$ cat config.mk
export PLATFORM = sky130hd
export DESIGN_NAME = dma_chain_engine
export DESIGN_NICKNAME = d
export VERILOG_FILES = /design/src/rtl/dma_chain_pkg.sv /design/src/rtl/dma_desc_fetch.sv /design/src/rtl/dma_xfer_unit.sv /design/src/rtl/dma_chain_engine.sv
export SDC_FILE = /design/constraint.sdc
export NUM_CORES = 1
export LEC_CHECK = 0
export CAP_MARGIN = 20
export CORE_MARGIN = 2
export CORE_UTILIZATION = 49
export DETAILED_ROUTE_END_ITERATION = 7
export GPL_ROUTABILITY_DRIVEN = 1
export PLACE_DENSITY = 0.76
export SLEW_MARGIN = 10
export SYNTH_ARGS = -nofsm -noshare
export SYNTH_HDL_FRONTEND = slang
export SYNTH_HIERARCHICAL = 1
export SYNTH_SLANG_ARGS = --single-unit
$ cat constraint.sdc
create_clock -name clk_i -period 2.68 [get_ports clk_i]
set_clock_uncertainty 0.1 [all_clocks]
set_input_delay 0.536 -clock clk_i [delete_from_list [all_inputs] [get_ports clk_i]]
set_output_delay 0.536 -clock clk_i [all_outputs]
set_load 0.02 [all_outputs]
$ cat src/rtl/dma_chain_pkg.sv
package dma_chain_pkg;
  localparam int DW         = 32;
  localparam int MOD_W      = 6;
  localparam int LEN_W      = DW - MOD_W;
  localparam int DESC_WORDS = 4;
  localparam int IDX_W      = $clog2(DESC_WORDS);
  localparam int WB         = DW / 8;
  localparam int WB_SH      = $clog2(WB);
  localparam int CNT_W      = LEN_W - WB_SH;

  typedef struct packed {
    logic [DW-1:0]    src;
    logic [DW-1:0]    dst;
    logic [MOD_W-1:0] mod;
    logic [LEN_W-1:0] len;
    logic [DW-1:0]    next;
    logic             last;
  } pkt_t;

  typedef enum logic [1:0] {C_IDLE, C_FETCH, C_XFER} ctl_e;
  typedef enum logic [1:0] {X_IDLE, X_RD, X_WR} xfr_e;
endpackage

$ cat src/rtl/dma_desc_fetch.sv
module dma_desc_fetch
  import dma_chain_pkg::*;
(
  input  logic          clk_i,
  input  logic          rst_ni,
  input  logic          start_i,
  input  logic [DW-1:0] base_i,
  output logic          req_o,
  output logic [DW-1:0] addr_o,
  input  logic          ack_i,
  input  logic [DW-1:0] rdata_i,
  output logic          done_o,
  output pkt_t          pkt_o
);
  logic                 active_q;
  logic [IDX_W-1:0]     idx_q;
  logic [DW-1:0]        base_q;
  logic [DW-1:0]        word_q [DESC_WORDS];
  logic                 unused_link_bit;

  always_ff @(posedge clk_i or negedge rst_ni) begin
    if (!rst_ni) begin
      active_q <= 1'b0;
      idx_q    <= '0;
      base_q   <= '0;
      done_o   <= 1'b0;
      for (int k = 0; k < DESC_WORDS; k++) word_q[k] <= '0;
    end else begin
      done_o <= 1'b0;
      if (start_i && !active_q) begin
        active_q <= 1'b1;
        idx_q    <= '0;
        base_q   <= base_i;
      end else if (active_q && ack_i) begin
        word_q[idx_q] <= rdata_i;
        idx_q         <= idx_q + 1'b1;
        if (idx_q == IDX_W'(DESC_WORDS - 1)) begin
          active_q <= 1'b0;
          done_o   <= 1'b1;
        end
      end
    end
  end

  assign req_o  = active_q;
  assign addr_o = base_q + (DW'(idx_q) << WB_SH);

  always_comb begin
    pkt_o.src  = word_q[0];
    pkt_o.dst  = word_q[1];
    pkt_o.mod  = word_q[2][DW-1 -: MOD_W];
    pkt_o.len  = word_q[2][LEN_W-1:0];
    pkt_o.next = {word_q[3][DW-1:WB_SH], {WB_SH{1'b0}}};
    pkt_o.last = word_q[3][0];
  end

  assign unused_link_bit = ^word_q[3][WB_SH-1:1];
endmodule

$ cat src/rtl/dma_xfer_unit.sv
module dma_xfer_unit
  import dma_chain_pkg::*;
#(
  parameter logic [1:0] BLOCK_CODE = 2'b11
) (
  input  logic             clk_i,
  input  logic             rst_ni,
  input  logic             start_i,
  input  logic [DW-1:0]    src_i,
  input  logic [DW-1:0]    dst_i,
  input  logic [MOD_W-1:0] mod_i,
  input  logic [CNT_W-1:0] words_i,
  output logic             bus_req_o,
  output logic [DW-1:0]    bus_addr_o,
  output logic [MOD_W-1:0] bus_mod_o,
  output logic             bus_astb_o,
  input  logic             bus_ack_i,
  input  logic             bus_err_i,
  input  logic [DW-1:0]    bus_rdata_i,
  output logic             wr_req_o,
  output logic [DW-1:0]    wr_addr_o,
  output logic [DW-1:0]    wr_data_o,
  input  logic             wr_ack_i,
  output logic             done_o,
  output logic             err_o
);
  xfr_e             state_q;
  logic [DW-1:0]    src_q, dst_q, data_q;
  logic [MOD_W-1:0] mod_q;
  logic [CNT_W-1:0] left_q;
  logic             first_q, block_q;

  always_ff @(posedge clk_i or negedge rst_ni) begin
    if (!rst_ni) begin
      state_q <= X_IDLE;
      src_q   <= '0;
      dst_q   <= '0;
      data_q  <= '0;
      mod_q   <= '0;
      left_q  <= '0;
      first_q <= 1'b0;
      block_q <= 1'b0;
      done_o  <= 1'b0;
      err_o   <= 1'b0;
    end else begin
      done_o <= 1'b0;
      err_o  <= 1'b0;
      unique case (state_q)
        X_IDLE: if (start_i) begin
          src_q   <= src_i;
          dst_q   <= dst_i;
          mod_q   <= mod_i;
          left_q  <= words_i;
          first_q <= 1'b1;
          block_q <= (mod_i[1:0] == BLOCK_CODE);
          state_q <= X_RD;
        end
        X_RD: begin
          // an error response wins over a simultaneous acknowledge
          if (bus_err_i) begin
            err_o   <= 1'b1;
            state_q <= X_IDLE;
          end else if (bus_ack_i) begin
            data_q  <= bus_rdata_i;
            state_q <= X_WR;
          end
        end
        X_WR: if (wr_ack_i) begin
          src_q   <= src_q + DW'(WB);
          dst_q   <= dst_q + DW'(WB);
          left_q  <= left_q - 1'b1;
          first_q <= 1'b0;
          if (left_q == CNT_W'(1)) begin
            done_o  <= 1'b1;
            state_q <= X_IDLE;
          end else begin
            state_q <= X_RD;
          end
        end
        default: state_q <= X_IDLE;
      endcase
    end
  end

  assign bus_req_o  = (state_q == X_RD);
  assign bus_addr_o = src_q;
  assign bus_mod_o  = mod_q;
  assign bus_astb_o = bus_req_o && (!block_q || first_q);
  assign wr_req_o   = (state_q == X_WR);
  assign wr_addr_o  = dst_q;
  assign wr_data_o  = data_q;
endmodule

$ cat src/rtl/dma_chain_engine.sv
module dma_chain_engine
  import dma_chain_pkg::*;
#(
  parameter logic [1:0] BLOCK_CODE = 2'b11
) (
  input  logic             clk_i,
  input  logic             rst_ni,
  input  logic             go_i,
  input  logic [DW-1:0]    list_addr_i,
  input  logic             irq_en_i,
  output logic             busy_o,
  output logic             done_o,
  output logic             error_o,
  output logic             irq_o,
  output logic             desc_req_o,
  output logic [DW-1:0]    desc_addr_o,
  input  logic             desc_ack_i,
  input  logic [DW-1:0]    desc_rdata_i,
  output logic             bus_req_o,
  output logic [DW-1:0]    bus_addr_o,
  output logic [MOD_W-1:0] bus_mod_o,
  output logic             bus_astb_o,
  input  logic             bus_ack_i,
  input  logic             bus_err_i,
  input  logic [DW-1:0]    bus_rdata_i,
  output logic             wr_req_o,
  output logic [DW-1:0]    wr_addr_o,
  output logic [DW-1:0]    wr_data_o,
  input  logic             wr_ack_i
);
  ctl_e             state_q;
  logic             done_q, err_q, last_q;
  logic [DW-1:0]    next_q;
  logic             fetch_start, fetch_done, xfer_start, xfer_done, xfer_err;
  logic [DW-1:0]    fetch_base;
  pkt_t             pkt;
  logic [CNT_W-1:0] words;
  logic             unused_low;

  assign words      = pkt.len[LEN_W-1:WB_SH];
  assign unused_low = ^{list_addr_i[WB_SH-1:0], pkt.len[WB_SH-1:0]};

  dma_desc_fetch u_fetch (
    .clk_i   (clk_i),
    .rst_ni  (rst_ni),
    .start_i (fetch_start),
    .base_i  (fetch_base),
    .req_o   (desc_req_o),
    .addr_o  (desc_addr_o),
    .ack_i   (desc_ack_i),
    .rdata_i (desc_rdata_i),
    .done_o  (fetch_done),
    .pkt_o   (pkt)
  );

  dma_xfer_unit #(.BLOCK_CODE(BLOCK_CODE)) u_xfer (
    .clk_i       (clk_i),
    .rst_ni      (rst_ni),
    .start_i     (xfer_start),
    .src_i       (pkt.src),
    .dst_i       (pkt.dst),
    .mod_i       (pkt.mod),
    .words_i     (words),
    .bus_req_o   (bus_req_o),
    .bus_addr_o  (bus_addr_o),
    .bus_mod_o   (bus_mod_o),
    .bus_astb_o  (bus_astb_o),
    .bus_ack_i   (bus_ack_i),
    .bus_err_i   (bus_err_i),
    .bus_rdata_i (bus_rdata_i),
    .wr_req_o    (wr_req_o),
    .wr_addr_o   (wr_addr_o),
    .wr_data_o   (wr_data_o),
    .wr_ack_i    (wr_ack_i),
    .done_o      (xfer_done),
    .err_o       (xfer_err)
  );

  always_comb begin
    fetch_start = 1'b0;
    xfer_start  = 1'b0;
    fetch_base  = {list_addr_i[DW-1:WB_SH], {WB_SH{1'b0}}};
    unique case (state_q)
      C_IDLE:  fetch_start = go_i;
      C_FETCH: if (fetch_done) begin
        if (words != '0) begin
          xfer_start = 1'b1;
        end else if (!pkt.last) begin
          fetch_start = 1'b1;
          fetch_base  = pkt.next;
        end
      end
      C_XFER: if (xfer_done && !xfer_err && !last_q) begin
        fetch_start = 1'b1;
        fetch_base  = next_q;
      end
      default: ;
    endcase
  end

  always_ff @(posedge clk_i or negedge rst_ni) begin
    if (!rst_ni) begin
      state_q <= C_IDLE;
      done_q  <= 1'b0;
      err_q   <= 1'b0;
      last_q  <= 1'b0;
      next_q  <= '0;
    end else begin
      unique case (state_q)
        C_IDLE: if (go_i) begin
          done_q  <= 1'b0;
          err_q   <= 1'b0;
          state_q <= C_FETCH;
        end
        C_FETCH: if (fetch_done) begin
          last_q <= pkt.last;
          next_q <= pkt.next;
          if (words != '0) begin
            state_q <= C_XFER;
          end else if (pkt.last) begin
            done_q  <= 1'b1;
            state_q <= C_IDLE;
          end
        end
        C_XFER: begin
          if (xfer_err) begin
            err_q   <= 1'b1;
            state_q <= C_IDLE;
          end else if (xfer_done) begin
            if (last_q) begin
              done_q  <= 1'b1;
              state_q <= C_IDLE;
            end else begin
              state_q <= C_FETCH;
            end
          end
        end
        default: state_q <= C_IDLE;
      endcase
    end
  end

  assign busy_o  = (state_q != C_IDLE);
  assign done_o  = done_q;
  assign error_o = err_q;
  assign irq_o   = irq_en_i && (done_q || err_q);
endmodule

==> flow_summary.toml <==
[cells_and_area]
finish.instance_area_mm2 = 0.0210
drive_above_1_share = 0.253
antennaDiodeCount = 0
area_growth_syn_to_layout_pct = 30.2
finalNetCount = 1891

[sta]
fin_hold_ws_ns = 0.365
count_of_endpoints_failing_setup_in_the_final_report = 24
min_period_over_period = 1.10
fmaxAchievable_mhz = 339
shortest_period_the_worst_path_allows_ns = 2.95
worst_pin_slew_ns = 0.630
finalMaxSlewViolations = 0
hold_violations = 0
timing.final.ws_setup_ns = -0.268
final.setup.tns_ns = -3.91
worst_slew_margin_rel = 0.580
grt_setup_unrepaired = "true"

[floorplanning]
die_w_um = 185
initial_core_util = 0.496
design.core.area_mm2 = 0.0325
std_cell_rows = 66
floorplan.die_area_mm2 = 0.0343
die_height_um = 185
pin_count = 246

[grt]
grt_use_total = 0.273
largest_net_degree_at_the_start_of_global_routing = 62
grt_pass1_vias = 13379
grt_first_pass_wirelength_um = 73100
grt_antenna_before_repair = 0
grt_overflow_total = 0

[clock_network]
numCtsBuffers = 36
cts.path.max_buffers = 3
clk_root_buffer_cell = "sky130_fd_sc_hd__clkbuf_16"
h-tree-depth = 2
clkLatencyLatePin_ns = 0.51
cts_sinks = 330
clock_transition_at_path_regs_ns = 0.06
tritoncts = "done"

[synthesis]
post_synth.cell_area_avg_um2 = 10.7
yosys_warnings = 6
cell_area_synth_mm2 = 0.0161
post_synth_inst_count = 1498

[route]
drt_via_density = 6.00
routed-via-count = 13431
ant_nets = 0
mean_routed_wirelength_per_cell_um = 21.2
drt_pass1_iterations = 6
detail_route.drc_violations = 0
drt-total-wl_um = 47500
initialDrtViolationCount = 1148

[setup_path]
critical_path_peak_fanout = 4
r2r_cells = 7
rr_startpoint = "u_fetch/pkt_o[39]"
endpoint_kind = "output pin"
flop2flop_setup_slack_ns = 0.06
arrival_time_at_the_worst_endpoint_ns = 2.31
rr_endpoint = "u_fetch/base_q[11]"
worst_setup_path_start_kind = "register"
worstSetupPathType = "register to output pin"
crit_required_ns = 2.04

[power]
post-layout-total-power_mw = 25.1
pwr_density_cell_mw_per_mm2 = 1200
max-vdd-ir-drop_uv = 752
leakage_nw = 8.84

[status]
failed_checks = "negative setup slack"
run_status = "finished with violations"

[hold_path]
min_delay_worst_endpoint = "u_xfer/bus_addr_o[1]"
cells_on_worst_hold_path = 2
worstHoldStart = "u_fetch/pkt_o[98]"
hold_class = "register to register"

[placed_design]
dpl_cell_area_mm2 = 0.0195
estimated_wirelength_of_the_detail_placed_design_um = 32300
gp_routability_congestion = 0.879
post_placement_setup_slack_ns = -0.460
port_buffers = 243

[job]
max_cap_viol_count = 0
metal layers:
layer	track usage	share of wire	up-vias
li1	-	-	6002
met1	0.357	0.41	6725
met2	0.452	0.48	607
met3	0.0610	0.081	97
met4	0.0860	0.032	0
met5	0	0	-
cells in the final DEF, fill, tap and decap left out, drive strengths merged, types with 17 or more instances in the layout:
master         count
nand4             31
dfrtp            330
clkdlybuf4s50    211
o21ai             45
clkbuf            50
nand2            185
inv               19
nor2              69
buf              115
o211ai            33
mux2             222
nand3             76
o22ai             20
xnor2             23
and3              23
a21oi             75
or3               17
nor3              30
nor4              19
worst max-delay path by stage:
| stage | from | to | depth (start not counted) |
|---|---|---|---|
| 4_1_cts | u_fetch/idx_q[1] | desc_addr_o[27] | 8 |
| 3_3_place_gp | u_fetch/idx_q[0] | desc_addr_o[22] | 7 |
| 2_1_floorplan | u_fetch/pkt_o[54] | u_xfer/bus_addr_o[2] | 12 |
| 3_5_place_dp | u_fetch/idx_q[1] | desc_addr_o[27] | 7 |
| 6_report | u_fetch/idx_q[1] | desc_addr_o[27] | 8 |
| 5_1_grt | u_fetch/idx_q[1] | desc_addr_o[27] | 8 |
cell type report:
cell class / instances / area, um^2
clock buffer: 48 / 1010
multi-input combinational: 1051 / 7570
fill: 2476 / 11500
clock inverter: 14 / 176
tap: 442 / 553
timing repair buffer: 333 / 3310
sequential: 330 / 8260
inverter: 20 / 76.3
where the power goes:
| group | internal [mW] | total [mW] | switching [mW] |
|---|---|---|---|
| Clock | 3.02 | 4.99 | 1.96 |
| Sequential | 7.42 | 9.64 | 2.22 |
| Combinational | 5.36 | 10.5 | 5.16 |
| Total | 15.8 | 25.1 | 9.33 |
sequential cells by signal (all words and copies together) (netlist names), 6 cells and up:
name / flops
next_q: 32
u_xfer/bus_mod_o: 6
u_xfer/bus_addr_o: 32
u_fetch/base_q: 32
u_xfer/wr_data_o: 32
u_xfer/wr_addr_o: 32
u_fetch/pkt_o: 125
u_xfer/left_q: 24
metrics by stage:
| step | std cells | utilization |
|---|---|---|
| 3_5_place_dp | 2163 | 0.600 |
| 5_1_grt | 2238 | 0.646 |
| 4_1_cts | 2234 | 0.639 |
| 2_1_floorplan | 1499 | - |
| 6_report | 2238 | 0.646 |
| 3_3_place_gp | 2162 | 0.599 |
critical path, stage by stage, from the launching register on:
cell and delay [ns]:
sky130_fd_sc_hd__dfrtp_1 0.39, sky130_fd_sc_hd__buf_6 0.13, sky130_fd_sc_hd__ha_4 0.26, sky130_fd_sc_hd__a21o_4 0.15, sky130_fd_sc_hd__and4b_2 0.30, sky130_fd_sc_hd__buf_6 0.11
sky130_fd_sc_hd__nand4_1 0.13, sky130_fd_sc_hd__xnor2_2 0.18, sky130_fd_sc_hd__buf_4 0.17
timing repair:
item / CTS / global route
pin swaps: 21 / 20
cloned: 2 / 1
hold buffers: 1 / 0
endpoints found under the hold margin: 53 / 0
setup buffers: 6 / 5
gates resized for setup: 175 / 37
endpoints found under the setup margin: 55 / 87
(Power assumes the default switching activity.)
